File: src/rtl/irq_vec_pkg.sv
package irq_vec_pkg;
  localparam int REG_W = 8;
  localparam int GIE_B = 0;
  localparam int EEN_B = 1;
  localparam int TEN_B = 2;
  localparam int EIF_B = 4;
  localparam int TIF_B = 5;

  typedef struct packed {
    logic tif;
    logic eif;
    logic ten;
    logic een;
    logic gie;
  } irq_state_t;

  function automatic logic [REG_W-1:0] pack_state(input irq_state_t s);
    logic [REG_W-1:0] r;
    r = '0;
    r[GIE_B] = s.gie;
    r[EEN_B] = s.een;
    r[TEN_B] = s.ten;
    r[EIF_B] = s.eif;
    r[TIF_B] = s.tif;
    return r;
  endfunction

  function automatic irq_state_t unpack_state(input logic [REG_W-1:0] r);
    irq_state_t s;
    s.gie = r[GIE_B];
    s.een = r[EEN_B];
    s.ten = r[TEN_B];
    s.eif = r[EIF_B];
    s.tif = r[TIF_B];
    return s;
  endfunction
endpackage

File: src/rtl/irq_pin_edge.sv
module irq_pin_edge #(
  parameter int SYNC_STAGES = 2
) (
  input  logic clk,
  input  logic rst_n,
  input  logic pin_i,
  output logic fall_o
);
  logic [SYNC_STAGES-1:0] sync_q;
  logic                   last_q;

  generate
    for (genvar g = 0; g < SYNC_STAGES; g++) begin : g_sync
      if (g == 0) begin : g_first
        always_ff @(posedge clk or negedge rst_n) begin
          if (!rst_n) sync_q[g] <= 1'b1;
          else        sync_q[g] <= pin_i;
        end
      end else begin : g_next
        always_ff @(posedge clk or negedge rst_n) begin
          if (!rst_n) sync_q[g] <= 1'b1;
          else        sync_q[g] <= sync_q[g-1];
        end
      end
    end
  endgenerate

  always_ff @(posedge clk or negedge rst_n) begin
    if (!rst_n) last_q <= 1'b1;
    else        last_q <= sync_q[SYNC_STAGES-1];
  end

  assign fall_o = last_q & ~sync_q[SYNC_STAGES-1];


  fall_single_chk: assert property (@(posedge clk) disable iff (!rst_n)
    fall_o |=> !fall_o);
endmodule

File: src/rtl/irq_ctl_reg.sv
module irq_ctl_reg
  import irq_vec_pkg::*;
(
  input  logic             clk,
  input  logic             rst_n,
  input  logic             wr_en,
  input  logic [REG_W-1:0] wr_data,
  input  logic             ext_set,
  input  logic             tmr_set,
  input  logic             ack_ext,
  input  logic             ack_tmr,
  input  logic             reti,
  output irq_state_t       state_o,
  output logic [REG_W-1:0] rd_data
);
  irq_state_t cur_q, nxt;

  always_comb begin
    nxt = cur_q;
    if (wr_en)             nxt = unpack_state(wr_data);
    if (reti)              nxt.gie = 1'b1;
    if (ack_ext | ack_tmr) nxt.gie = 1'b0;
    if (ack_ext)           nxt.eif = 1'b0;
    if (ack_tmr)           nxt.tif = 1'b0;
    if (ext_set)           nxt.eif = 1'b1;
    if (tmr_set)           nxt.tif = 1'b1;
  end

  always_ff @(posedge clk or negedge rst_n) begin
    if (!rst_n) cur_q <= '0;
    else        cur_q <= nxt;
  end

  assign state_o = cur_q;
  assign rd_data = pack_state(cur_q);


  ack_clears_gie_chk: assert property (@(posedge clk) disable iff (!rst_n)
    (ack_ext || ack_tmr) |=> !cur_q.gie);

  ack_clears_eif_chk: assert property (@(posedge clk) disable iff (!rst_n)
    (ack_ext && !ext_set) |=> !cur_q.eif);

  reti_sets_gie_chk: assert property (@(posedge clk) disable iff (!rst_n)
    (reti && !ack_ext && !ack_tmr) |=> cur_q.gie);

  tmr_sets_flag_chk: assert property (@(posedge clk) disable iff (!rst_n)
    tmr_set |=> cur_q.tif);
endmodule

File: src/rtl/irq_arbiter.sv
module irq_arbiter
  import irq_vec_pkg::*;
#(
  parameter int              ADDR_W  = 11,
  parameter logic [ADDR_W-1:0] VEC_EXT = ADDR_W'(4),
  parameter logic [ADDR_W-1:0] VEC_TMR = ADDR_W'(8)
) (
  input  logic              clk,
  input  logic              rst_n,
  input  irq_state_t        state_i,
  input  logic              stk_full,
  input  logic              call_ready,
  output logic              call_valid,
  output logic [ADDR_W-1:0] call_vector,
  output logic              ack_ext,
  output logic              ack_tmr,
  output logic              wake_req
);
  logic ext_ok, tmr_ok, take;

  assign ext_ok      = state_i.eif & state_i.een;
  assign tmr_ok      = state_i.tif & state_i.ten;
  assign wake_req    = ext_ok | tmr_ok;
  assign call_valid  = state_i.gie & ~stk_full & (ext_ok | tmr_ok);
  assign call_vector = ext_ok ? VEC_EXT : VEC_TMR;
  assign take        = call_valid & call_ready;
  assign ack_ext     = take & ext_ok;
  assign ack_tmr     = take & ~ext_ok & tmr_ok;


  one_grant_chk: assert property (@(posedge clk) disable iff (!rst_n)
    $onehot0({ack_ext, ack_tmr}));

  valid_implies_wake_chk: assert property (@(posedge clk) disable iff (!rst_n)
    call_valid |-> wake_req);
endmodule

File: src/rtl/irq_vector_ctrl.sv
module irq_vector_ctrl
  import irq_vec_pkg::*;
#(
  parameter int SYNC_STAGES = 2,
  parameter int ADDR_W      = 11
) (
  input  logic              clk,
  input  logic              rst_n,
  input  logic              ext_irq_n,
  input  logic              tmr_ovf,
  input  logic              reg_wr_en,
  input  logic [7:0]        reg_wr_data,
  output logic [7:0]        reg_rd_data,
  input  logic              stk_full,
  input  logic              ret_evt,
  input  logic              reti_evt,
  output logic              call_valid,
  input  logic              call_ready,
  output logic [ADDR_W-1:0] call_vector,
  output logic              wake_req
);
  logic       ext_fall, ack_ext, ack_tmr;
  irq_state_t st;

  irq_pin_edge #(.SYNC_STAGES(SYNC_STAGES)) u_edge (
    .clk(clk), .rst_n(rst_n), .pin_i(ext_irq_n), .fall_o(ext_fall)
  );

  irq_ctl_reg u_reg (
    .clk(clk), .rst_n(rst_n), .wr_en(reg_wr_en), .wr_data(reg_wr_data),
    .ext_set(ext_fall), .tmr_set(tmr_ovf), .ack_ext(ack_ext),
    .ack_tmr(ack_tmr), .reti(reti_evt), .state_o(st), .rd_data(reg_rd_data)
  );

  irq_arbiter #(.ADDR_W(ADDR_W)) u_arb (
    .clk(clk), .rst_n(rst_n), .state_i(st), .stk_full(stk_full),
    .call_ready(call_ready), .call_valid(call_valid),
    .call_vector(call_vector), .ack_ext(ack_ext), .ack_tmr(ack_tmr),
    .wake_req(wake_req)
  );


  ret_keeps_gie_chk: assert property (@(posedge clk) disable iff (!rst_n)
    (ret_evt && !reti_evt && !reg_wr_en && !(call_valid && call_ready))
      |=> (reg_rd_data[GIE_B] == $past(reg_rd_data[GIE_B])));

  full_stack_blocks_chk: assert property (@(posedge clk) disable iff (!rst_n)
    stk_full |-> !call_valid);
endmodule

File: config.mk
export PLATFORM = sky130hd
export DESIGN_NAME = irq_vector_ctrl
export DESIGN_NICKNAME = d
export VERILOG_FILES = /design/src/rtl/irq_vec_pkg.sv /design/src/rtl/irq_pin_edge.sv /design/src/rtl/irq_ctl_reg.sv /design/src/rtl/irq_arbiter.sv /design/src/rtl/irq_vector_ctrl.sv
export SDC_FILE = /design/constraint.sdc
export NUM_CORES = 1
export LEC_CHECK = 0
export BUFFER_PORTS_ARGS = -buffer_cell sky130_fd_sc_hd__buf_2
export CORE_AREA = 2 2 39 41
export CTS_BUF_LIST = sky130_fd_sc_hd__clkbuf_4
export DETAILED_ROUTE_END_ITERATION = 12
export DIE_AREA = 0 0 41 43
export GPL_TIMING_DRIVEN = 0
export PLACE_DENSITY_LB_ADDON = 0.3
export SLEW_MARGIN = 40
export SYNTH_ARGS = -nofsm -noshare
export SYNTH_HDL_FRONTEND = slang
export SYNTH_HIERARCHICAL = 1
export SYNTH_SLANG_ARGS = --single-unit
File: constraint.sdc
create_clock -name clk -period 2 [get_ports clk]
set_input_delay 0.2 -clock clk [delete_from_list [all_inputs] [get_ports clk]]
set_output_delay 0.2 -clock clk [all_outputs]
set_load 0.01 [all_outputs]
=== After elaboration in Yosys (flattened, before gate mapping) ===
Cells that the tools add are included.

* Add/subtract/negate cells: 0
* Shifts and indexed selects: 0
* Multiplexer cells: 8
* Multipliers: 0
* Bitwise operators: 14
* Eq/ne operators: 0
* Div/mod/pow operators: 0
* Reduce and logical (&&, ||, !) cells: 3
* Magnitude comparators: 0

{| class="wikitable"
|+ Operator list
! kind !! count
|-
| bitwise AND 1 bit || 9
|-
| nonzero test 3 bit || 3
|-
| 2-to-1 mux 1 bit || 6
|-
| 2-to-1 mux 5 bit || 1
|-
| 2-to-1 mux 4 bit || 1
|-
| NOT 1 bit || 3
|-
| bitwise OR 1 bit || 2
|}

* Output and inout bits: 21
* Input port bits: 17
* Memories kept: 0
* Flip-flop bits (word level): 8
* Logic and storage cells: 33
* Bits in read-only memories: 0
* Latch bits: 0
* RAM bits: 0

=== Longest topological paths before layout ===
Gate-level depths: netlist (run 1).

* Depth after elaboration: 8
* Gate-level depth with buffers: 4
* Gate-level depth less buffers: 3

=== Cells and area by module ===
The synthesis (run 1) kept the hierarchy.

{| class="wikitable"
|+ Modules (own cells, without submodules)
! module !! cells an instance !! seq. area each (sq um) !! area an instance (sq um) !! times used
|-
| irq_ctl_reg || 24 || 125.1 || 284.0 || 1
|-
| irq_arbiter || 20 || 0.0 || 143.9 || 1
|-
| irq_pin_edge || 4 || 78.8 || 92.6 || 1
|}

=== Least setup slack after synthesis (run 1) ===
OpenSTA, ideal clock, no wires.

* Kind: register to register
* From: register u_reg.cur_q, in the netlist u_reg/rd_data[4]
* To: register u_reg.cur_q, in the netlist u_reg/rd_data[5]
* Slack: 913 ps
* Stages on the path, launching flop included: 5
* Required time: 1874 ps
* Arrival time: 961 ps
* Period minus slack after synthesis: 1087 ps
* Path buffers: 1
* Setup time: 126 ps
* Cells stage by stage: dfrtp_1 > buf_4 > nand2_2 > nor3b_2 > o21bai_1

* Cells in the longest elaborated chain, start to end: 8
* Elaborated cells on any way between the ends: 10
* Those cells by class: mux (2); bitwise (7); reduce/logical (1)

{| class="wikitable"
|+ Ends and longest elaborated chain
! element !! RTL line !! RTL
|-
| start, declared || irq_ctl_reg.sv:16 || <nowiki>irq_state_t cur_q, nxt;</nowiki>
|-
| start signal, assigned || irq_ctl_reg.sv:31 || <nowiki>else cur_q <= nxt;</nowiki>
|-
| bitwise AND 1 bit * || irq_arbiter.sv:21 || <nowiki>assign ext_ok = state_i.eif & state_i.een;</nowiki>
|-
| bitwise OR 1 bit || irq_arbiter.sv:24 || <nowiki>assign call_valid = state_i.gie & ~stk_full & (ext_ok | tmr_ok);</nowiki>
|-
| bitwise AND 1 bit || irq_arbiter.sv:24 ||
|-
| bitwise AND 1 bit || irq_arbiter.sv:26 || <nowiki>assign take = call_valid & call_ready;</nowiki>
|-
| bitwise AND 1 bit * (2 in a row) || irq_arbiter.sv:28 || <nowiki>assign ack_tmr = take & ~ext_ok & tmr_ok;</nowiki>
|-
| named net ack_tmr || irq_vector_ctrl.sv:22 || <nowiki>logic ext_fall, ack_ext, ack_tmr;</nowiki>
|-
| 2-to-1 mux 1 bit || irq_ctl_reg.sv:24 || <nowiki>if (ack_tmr) nxt.tif = 1'b0;</nowiki>
|-
| 2-to-1 mux 1 bit || irq_ctl_reg.sv:26 || <nowiki>if (tmr_set) nxt.tif = 1'b1;</nowiki>
|}

The timed path passes the listed nets; every way through them passes the cells marked *.
A chain may end at the register's enable or synchronous reset.

=== Worst setup path after layout (run 1) ===
* From: register u_reg.cur_q, in the netlist u_reg/rd_data[1]
* To: output port call_vector[2]

* Cells in the longest elaborated chain, start to end: 2

{| class="wikitable"
|+ Ends and longest elaborated chain
! element !! RTL line !! RTL
|-
| bitwise AND 1 bit || irq_arbiter.sv:21 ||
|-
| named net u_arb.ext_ok || irq_arbiter.sv:19 || <nowiki>logic ext_ok, tmr_ok, take;</nowiki>
|-
| 2-to-1 mux 4 bit || irq_arbiter.sv:25 || <nowiki>assign call_vector = ext_ok ? VEC_EXT : VEC_TMR;</nowiki>
|-
| end, declared || irq_vector_ctrl.sv:19 || <nowiki>output logic [ADDR_W-1:0] call_vector,</nowiki>
|}

The timed path passes the listed nets, and every way through them passes these cells.

==> flow_summary.html, run 1 <==
<table>
<tr><th>Metric</th><th>Value</th></tr>
<tr><th colspan="2">Finish</th></tr>
<tr><td>Final nets</td><td>101</td></tr>
<tr><td>Count of placed standard cells in the final layout, fillers left out</td><td>99</td></tr>
<tr><td>Area added between synthesis and finish</td><td>38.0%</td></tr>
<tr><td># diodes</td><td>0</td></tr>
<tr><td>Fill cell total of the finished layout</td><td>135</td></tr>
<tr><td>Fraction of layout instances using a drive strength above 1</td><td>63.9%</td></tr>
<tr><td>Post-route cell area</td><td>718 µm²</td></tr>
<tr><th colspan="2">Placement</th></tr>
<tr><td>Area post-placement</td><td>678 µm²</td></tr>
<tr><td>Routability-driven placement congestion ratio</td><td>0.652</td></tr>
<tr><td>Quantity of I/O buffers inserted on ports</td><td>20</td></tr>
<tr><td>Placed Cells incl. Taps</td><td>94</td></tr>
<tr><th colspan="2">Worst hold path</th></tr>
<tr><td>Hold Crit Class</td><td>in2reg</td></tr>
<tr><th colspan="2">Synthesis</th></tr>
<tr><td>Avg Synthesized Cell Area</td><td>10.8 µm²</td></tr>
<tr><td>Area of the mapped netlist</td><td>520 µm²</td></tr>
<tr><td>Seq/Total Area, Yosys</td><td>39.2%</td></tr>
<tr><td>FF+latch count, synth</td><td>8</td></tr>
<tr><td>Count of synthesis-stage warnings from yosys</td><td>6</td></tr>
<tr><td>Post-synthesis cell count</td><td>48</td></tr>
<tr><td>Unique cell type count in the Yosys netlist</td><td>18</td></tr>
<tr><th colspan="2">Die</th></tr>
<tr><td>Die W</td><td>41 µm</td></tr>
<tr><td>Starting Density</td><td>37.6%</td></tr>
<tr><td>Core outline area</td><td>1380 µm²</td></tr>
<tr><td>Die span in y</td><td>43 µm</td></tr>
<tr><td>Core Rows</td><td>14</td></tr>
<tr><td>Top-Level Pins</td><td>38</td></tr>
<tr><td>Die Area</td><td>1760 µm²</td></tr>
<tr><th colspan="2">Worst setup path</th></tr>
<tr><td>Reg2reg start</td><td>u_reg/rd_data[1]</td></tr>
<tr><td>Crit-path max FO</td><td>6</td></tr>
<tr><td>Timing startpoint of the critical path</td><td>u_reg/rd_data[1]</td></tr>
<tr><td>R2R Setup Slk</td><td>0.92 ns</td></tr>
<tr><td>Cell with the largest stage delay on the worst path</td><td>dfrtp_1</td></tr>
<tr><td>Number of logic stages on the critical path including buffering</td><td>5</td></tr>
<tr><td>Top Family by Delay on Critical Path</td><td>buffers and inverters</td></tr>
<tr><td>Arrival time of the worst setup path</td><td>1.17 ns</td></tr>
<tr><td>Largest stage delay on the critical path</td><td>0.40 ns</td></tr>
<tr><td>Cell type with the highest occurrence count on the critical path</td><td>buf_4</td></tr>
<tr><td>Startpoint class of the critical path</td><td>register</td></tr>
<tr><td>Buf+Inv Stages, Crit Path</td><td>4</td></tr>
<tr><td>Sort of element at the end of the critical path</td><td>output port</td></tr>
<tr><td>RR Endpoint</td><td>u_reg/rd_data[5]</td></tr>
<tr><td>Crit path to</td><td>call_vector[2]</td></tr>
<tr><td>Critical Path RT</td><td>1.80 ns</td></tr>
<tr><td>Category of the most critical setup path</td><td>reg2out</td></tr>
<tr><td>CP Cell Sequence</td><td>buf_4 -&gt; nand2_2 -&gt; inv_1 -&gt; buf_4 -&gt; buf_2</td></tr>
<tr><td>Worst R2R Path Depth</td><td>4</td></tr>
<tr><th colspan="2">GRT</th></tr>
<tr><td>Initial antenna violation count</td><td>0</td></tr>
<tr><td>Aggregate global routing overflow</td><td>0</td></tr>
<tr><td>Largest net degree at the start of global routing</td><td>9</td></tr>
<tr><td>First-pass GRT wire length</td><td>1.28 mm</td></tr>
<tr><td>Global Route Usage Sum</td><td>11.4%</td></tr>
<tr><td>Vias in the first global route</td><td>330</td></tr>
<tr><th colspan="2">Timing</th></tr>
<tr><td>Minimum hold slack</td><td>0.0552 ns</td></tr>
<tr><td>Crit share post-route</td><td>68.3%</td></tr>
<tr><td>Maximum clock skew at final layout</td><td>0.0130 ns</td></tr>
<tr><td>Final Critical Period</td><td>1.37 ns</td></tr>
<tr><td>Setup-violating endpoint count in the final report</td><td>0</td></tr>
<tr><td>Final sum of negative setup slack</td><td>0 ns</td></tr>
<tr><td>Max Clk Rate</td><td>732 MHz</td></tr>
<tr><td>RSZ-0062 raised after global routing</td><td>false</td></tr>
<tr><td>Max-slew violations</td><td>0</td></tr>
<tr><td>Final Hold Viols</td><td>0</td></tr>
<tr><th colspan="2">CTS</th></tr>
<tr><td>CTS sink cnt</td><td>8</td></tr>
<tr><td>Clock slew at the register clock pins of the worst setup and hold paths</td><td>0.06 ns</td></tr>
<tr><td>Post CTS Setup Buffer Count</td><td>0</td></tr>
<tr><td>Root buffer selected by CTS</td><td>clkbuf_4</td></tr>
<tr><td>Skew-Pair Late Insertion Delay</td><td>0.25 ns</td></tr>
<tr><td>Clock tree from TritonCTS</td><td>built</td></tr>
<tr><td>Clock buffer count from CTS</td><td>3</td></tr>
<tr><td>Cells resized by post-CTS repair</td><td>0</td></tr>
<tr><td>CTS H-Tree Depth</td><td>1</td></tr>
<tr><td>Maximum number of buffers from clock root to sink</td><td>2</td></tr>
<tr><th colspan="2">Routing</th></tr>
<tr><td>Number of detailed-routing iterations run before antenna repair</td><td>4</td></tr>
<tr><td>DR vias</td><td>365</td></tr>
<tr><td>Number of design-rule violations left by the first detailed-router iteration</td><td>7</td></tr>
<tr><td>Post-route DRC</td><td>0</td></tr>
<tr><td>Detail-routed via count per cell</td><td>3.69</td></tr>
<tr><td>Routed wire length per instance</td><td>7.62 µm</td></tr>
<tr><td>ANT nets after route</td><td>0</td></tr>
<tr><td>Total wire length after detailed routing</td><td>754 µm</td></tr>
<tr><th colspan="2">Flow run</th></tr>
<tr><td>Maximum capacitance violations</td><td>0</td></tr>
<tr><th colspan="2">Pwr</th></tr>
<tr><td>Leakage dissipation</td><td>0.411 nW</td></tr>
<tr><td>Maximum ir drop on the vdd rail</td><td>411 µV</td></tr>
<tr><td>Power density over the cells</td><td>650 nW/µm²</td></tr>
<tr><th colspan="2">Run status</th></tr>
<tr><td>Result of the run</td><td>completed</td></tr>
</table>
==> sequential cells by signal, indices dropped and copies added (netlist names) <==
| register | cells |
|---|---|
| u_edge/sync_q | 2 |
| u_edge/last_q | 1 |
| u_reg/rd_data | 5 |
==> through the flow <==
stage	power (mW)	utilization, %	worst slack, ns
2_1_floorplan	0.286	-	0.913
3_3_place_gp	0.324	49.0	0.911
3_5_place_dp	0.327	49.0	0.894
4_1_cts	0.476	51.9	0.608
5_1_grt	0.504	51.9	0.546
6_report	0.467	51.9	0.635
==> cell usage after synthesis (all sizes together) <==
| cell type | number | area, µm² |
|---|---|---|
| buf | 19 | 146 |
| a21oi | 1 | 5.00 |
| dfstp | 3 | 78.8 |
| nand2b | 1 | 6.26 |
| dfrtp | 5 | 125 |
| nor2b | 1 | 13.8 |
| o21bai | 2 | 15.0 |
| mux2i | 3 | 30.0 |
| nor2 | 1 | 3.75 |
| a211oi | 1 | 12.5 |
| inv | 2 | 7.51 |
| nor3b | 1 | 12.5 |
| nand2 | 3 | 13.8 |
| nand3b | 1 | 20.0 |
| mux2 | 2 | 22.5 |
| conb | 2 | 7.51 |
==> area by class of cell <==
class	count	area (µm²)	share of cell area, %
inverter	2	7.51	1.05
buffer	19	146	20.4
sequential	8	204	28.4
multi-input combinational	29	200	27.9
tap	16	20.0	2.79
clock buffer	4	30.0	4.18
timing repair buffer	21	110	15.3
==> cells by family (layout without fill, tap and decap cells) <==
group           count (synthesis)  count (layout)  synth area share (%)
buf+inv                        21              46                  29.6
compound gates                  4               4                  6.25
flops                           8               8                  39.2
simple gates                    8               8                  13.5
mux                             5               5                  10.1
other cells                     2              12                  1.44
==> where the power goes <==
part	leakage, nW	switching, mW	internal, mW
sequential	0.0861	0.00904	0.179
clock	0.0184	0.0529	0.0897
combinational	0.307	0.0606	0.0759
total	0.411	0.123	0.344
==> cell usage in the layout, fill, tap and decap left out, types with 2 or more instances in the layout <==
master,netlist,layout
buf_4,18,18
dfrtp_1,5,5
nand2_1,2,2
inv_1,2,2
dfstp_2,3,3
clkbuf_4,0,4
mux2i_1,3,3
o21bai_1,2,2
mux2_2,2,2
conb_1,2,12
buf_2,0,20
==> worst min path at each step <==
stage	from	to	slack [ns]	depth (start not counted)
3_5_place_dp	rst_n	u_reg/rd_data[2]	0.05	1
4_1_cts	ext_irq_n	u_edge/sync_q[0]	0.04	1
2_1_floorplan	rst_n	u_reg/rd_data[0]	-0.1	0
3_3_place_gp	rst_n	u_reg/rd_data[2]	0.05	1
5_1_grt	ext_irq_n	u_edge/sync_q[0]	0.03	1
6_report	ext_irq_n	u_edge/sync_q[0]	0.06	1
==> per-layer routing <==
| metal | vias up | routed length, µm | GRT usage [%] |
|---|---|---|---|
| met1 | 157 | 266 | 10.4 |
| met2 | 16 | 408 | 18.4 |
| met5 | - | 0 | 0 |
| li1 | 192 | - | - |
| met3 | 0 | 79 | 5.24 |
| met4 | 0 | 0 | 8.00 |
==> what timing repair did <==
action	CTS	global route
hold endpoints to repair	8	0
setup endpoints to repair	0	0
hold buffers	1	0
Power figures use the tool's default switching activity.
==> run 2: changes to the inputs <==
--- a/config.mk
+++ b/config.mk
@@ -6,10 +6,10 @@
 export NUM_CORES = 1
 export LEC_CHECK = 0
 export BUFFER_PORTS_ARGS = -buffer_cell sky130_fd_sc_hd__buf_2
-export CORE_AREA = 2 2 39 41
+export CORE_AREA = 2 2 40 42
 export CTS_BUF_LIST = sky130_fd_sc_hd__clkbuf_4
 export DETAILED_ROUTE_END_ITERATION = 12
-export DIE_AREA = 0 0 41 43
+export DIE_AREA = 0 0 42 44
 export GPL_TIMING_DRIVEN = 0
 export PLACE_DENSITY_LB_ADDON = 0.3
 export SLEW_MARGIN = 40
==> constraint.sdc (replaced) <==
create_clock -name clk -period 1.4 [get_ports clk]
set_input_delay 0.14 -clock clk [delete_from_list [all_inputs] [get_ports clk]]
set_output_delay 0.14 -clock clk [all_outputs]
set_load 0.01 [all_outputs]
==> run 2 against run 1 <==
Total power grew 43%. Highest routed layer unchanged. Register-to-register slack got worse by 0.62 ns. Clock skew down 0.0010 ns. Critical path type unchanged. Critical path depth is the same. Largest cell class unchanged. Largest power group unchanged. Sequential share of layout area shrank 0.39 points. Via count grew 2.2%.
==> flow_summary.html, run 2 (same netlist as run 1, synthesis figures left out) <==
<table>
<tr><th>Metric</th><th>Value</th></tr>
<tr><th colspan="2">Run status</th></tr>
<tr><td>Result of the run</td><td>completed</td></tr>
<tr><th colspan="2">Pwr</th></tr>
<tr><td>Int Pwr</td><td>0.493 mW</td></tr>
<tr><td>Maximum ir drop on the vdd rail</td><td>672 µV</td></tr>
<tr><td>Proportion of total power due to net switching</td><td>26.0%</td></tr>
<tr><td>Share of power burned in combinational logic</td><td>29.6%</td></tr>
<tr><td>Sequential cell fraction of total power</td><td>40.2%</td></tr>
<tr><td>Leakage dissipation</td><td>0.415 nW</td></tr>
<tr><td>Clock power frac</td><td>30.3%</td></tr>
<tr><td>Reported net switching power</td><td>0.173 mW</td></tr>
<tr><td>Total power after layout</td><td>0.667 mW</td></tr>
<tr><td>Power density over the cells</td><td>916 nW/µm²</td></tr>
<tr><th colspan="2">Die</th></tr>
<tr><td>Die span in y</td><td>44 µm</td></tr>
<tr><td>Core outline area</td><td>1420 µm²</td></tr>
<tr><td>Die Area</td><td>1850 µm²</td></tr>
<tr><td>Top-Level Pins</td><td>38</td></tr>
<tr><td>Die W</td><td>42 µm</td></tr>
<tr><td>Core Rows</td><td>14</td></tr>
<tr><td>Starting Density</td><td>36.7%</td></tr>
<tr><th colspan="2">GRT</th></tr>
<tr><td>Largest net degree at the start of global routing</td><td>9</td></tr>
<tr><td>First-pass GRT wire length</td><td>1.28 mm</td></tr>
<tr><td>Initial antenna violation count</td><td>0</td></tr>
<tr><td>Global Route Usage Sum</td><td>9.56%</td></tr>
<tr><td>Vias in the first global route</td><td>331</td></tr>
<tr><td>Aggregate global routing overflow</td><td>0</td></tr>
<tr><th colspan="2">Routing</th></tr>
<tr><td>Total wire length after detailed routing</td><td>768 µm</td></tr>
<tr><td>Number of design-rule violations left by the first detailed-router iteration</td><td>0</td></tr>
<tr><td>DR vias</td><td>373</td></tr>
<tr><td>Post-route DRC</td><td>0</td></tr>
<tr><td>Routed wire length per instance</td><td>7.68 µm</td></tr>
<tr><td>ANT nets after route</td><td>0</td></tr>
<tr><td>Number of detailed-routing iterations run before antenna repair</td><td>1</td></tr>
<tr><td>Detail-routed via count per cell</td><td>3.73</td></tr>
<tr><th colspan="2">CTS</th></tr>
<tr><td>CTS sink cnt</td><td>8</td></tr>
<tr><td>CTS H-Tree Depth</td><td>1</td></tr>
<tr><td>Root buffer selected by CTS</td><td>clkbuf_4</td></tr>
<tr><td>Clock buffer count from CTS</td><td>3</td></tr>
<tr><td>Clock tree from TritonCTS</td><td>built</td></tr>
<tr><td>Maximum number of buffers from clock root to sink</td><td>2</td></tr>
<tr><td>Clock slew at the register clock pins of the worst setup and hold paths</td><td>0.06 ns</td></tr>
<tr><td>Skew-Pair Late Insertion Delay</td><td>0.25 ns</td></tr>
<tr><th colspan="2">Timing</th></tr>
<tr><td>Final Critical Period</td><td>1.30 ns</td></tr>
<tr><td>Final sum of negative setup slack</td><td>0 ns</td></tr>
<tr><td>Final Hold Viols</td><td>0</td></tr>
<tr><td>Max-slew violations</td><td>0</td></tr>
<tr><td>Setup-violating endpoint count in the final report</td><td>0</td></tr>
<tr><td>Maximum clock skew at final layout</td><td>0.0120 ns</td></tr>
<tr><td>Minimum setup slack in the final design</td><td>0.100 ns</td></tr>
<tr><td>RSZ-0062 raised after global routing</td><td>false</td></tr>
<tr><td>Crit share post-route</td><td>92.8%</td></tr>
<tr><td>Max Clk Rate</td><td>769 MHz</td></tr>
<tr><th colspan="2">Worst setup path</th></tr>
<tr><td>Buf+Inv Stages, Crit Path</td><td>4</td></tr>
<tr><td>Largest stage delay on the critical path</td><td>0.38 ns</td></tr>
<tr><td>Cell type with the highest occurrence count on the critical path</td><td>buf_4</td></tr>
<tr><td>Top Family by Delay on Critical Path</td><td>buffers and inverters</td></tr>
<tr><td>Crit-path max FO</td><td>6</td></tr>
<tr><td>Category of the most critical setup path</td><td>reg2out</td></tr>
<tr><td>Critical Path RT</td><td>1.26 ns</td></tr>
<tr><td>Startpoint class of the critical path</td><td>register</td></tr>
<tr><td>CP Cell Sequence</td><td>buf_4 -&gt; nand2_2 -&gt; inv_1 -&gt; buf_4 -&gt; buf_2</td></tr>
<tr><td>Arrival time of the worst setup path</td><td>1.16 ns</td></tr>
<tr><td>Cell with the largest stage delay on the worst path</td><td>dfrtp_1</td></tr>
<tr><td>Sort of element at the end of the critical path</td><td>output port</td></tr>
<tr><th colspan="2">Placement</th></tr>
<tr><td>Routability-driven placement congestion ratio</td><td>0.715</td></tr>
<tr><td>Post-detail-place hpwl</td><td>668 µm</td></tr>
<tr><td>Place WS</td><td>0.293 ns</td></tr>
<tr><td>Quantity of I/O buffers inserted on ports</td><td>20</td></tr>
<tr><th colspan="2">Finish</th></tr>
<tr><td>Area added between synthesis and finish</td><td>39.9%</td></tr>
<tr><td>Most common cell after layout, fill and taps aside</td><td>buf_2</td></tr>
<tr><td>Final nets</td><td>102</td></tr>
<tr><td>Number of flip-flops under the largest register name</td><td>5</td></tr>
<tr><td>Fraction of layout instances using a drive strength above 1</td><td>63.1%</td></tr>
<tr><td>Final Util</td><td>51.3%</td></tr>
<tr><td>Most frequent cells in the layout</td><td>buf_2 (20), buf_4 (18), conb_1 (12), dfrtp_1 (5), clkbuf_4 (4)</td></tr>
<tr><td># diodes</td><td>0</td></tr>
<tr><td>Multi-input logic area</td><td>200 µm²</td></tr>
<tr><td>Fill cell total of the finished layout</td><td>144</td></tr>
<tr><td>Register cell area after layout</td><td>204 µm²</td></tr>
<tr><th colspan="2">Flow run</th></tr>
<tr><td>Maximum capacitance violations</td><td>0</td></tr>
<tr><th colspan="2">Worst hold path</th></tr>
<tr><td>Hold Crit Class</td><td>in2reg</td></tr>
</table>
## run 2: changes by cell type in the layout (fill, tap and decap cells not counted)
cell and delta:
dlygate4sd3_1 +1
## run 2: metal layers
layer,wire [µm],vias to the layer above,global-route usage [%]
met5,0,-,0
met4,0,0,3.87
met3,84,0,5.00
met2,410,19,17.2
met1,274,162,9.23
li1,-,192,-
## run 2: power groups by stage
stage	sequential [mW]	clock (mW)	combinational, mW
final	0.268	0.202	0.197
after global routing	0.271	0.226	0.217
after CTS	0.268	0.216	0.199
after detailed placement	0.272	0	0.195
after global placement	0.271	0	0.192
after floorplan	0.278	0	0.130
## run 2: final cells by class
cell class,count,area share (%)
Clock buffer,4,4.12
Timing Repair Buffer,22,16.5
Inverter,2,1.03
Buffer,19,20.1
Tap cell,16,2.75
Sequential cell,8,28.0
Multi-Input combinational cell,29,27.5
## run 2: through the flow
step           hold WS, ns  cell area [µm²]  std cells
2_1_floorplan       -0.156              558         58
3_3_place_gp       -0.0113              678         94
3_5_place_dp       -0.0157              678         94
4_1_cts             0.0855              728        100
5_1_grt              0.105              728        100
6_report            0.0926              728        100
## run 2: what timing repair did
item / 4_1_cts / 5_1_grt
endpoints found under the setup margin: 0 / 0
hold endpoints to repair: 9 / 0
gates resized for setup: 0 / 0
hold buffers: 2 / 0
setup buffers: 0 / 0
## run 2: path summary, 6_finish.rpt
kind,end,slack (ns),from,cells past startpoint
setup / recovery,call_vector[2],0.10,u_reg/rd_data[4],5
hold / removal,u_reg/rd_data[5],0.09,tmr_ovf,2
hold reg to reg,u_edge/sync_q[1],0.35,u_edge/sync_q[0],0
min in group asynchronous,u_reg/rd_data[4],0.24,rst_n,2
setup reg to reg,u_reg/rd_data[5],0.30,u_reg/rd_data[4],4
max in group asynchronous,u_edge/sync_q[1],0.91,rst_n,2
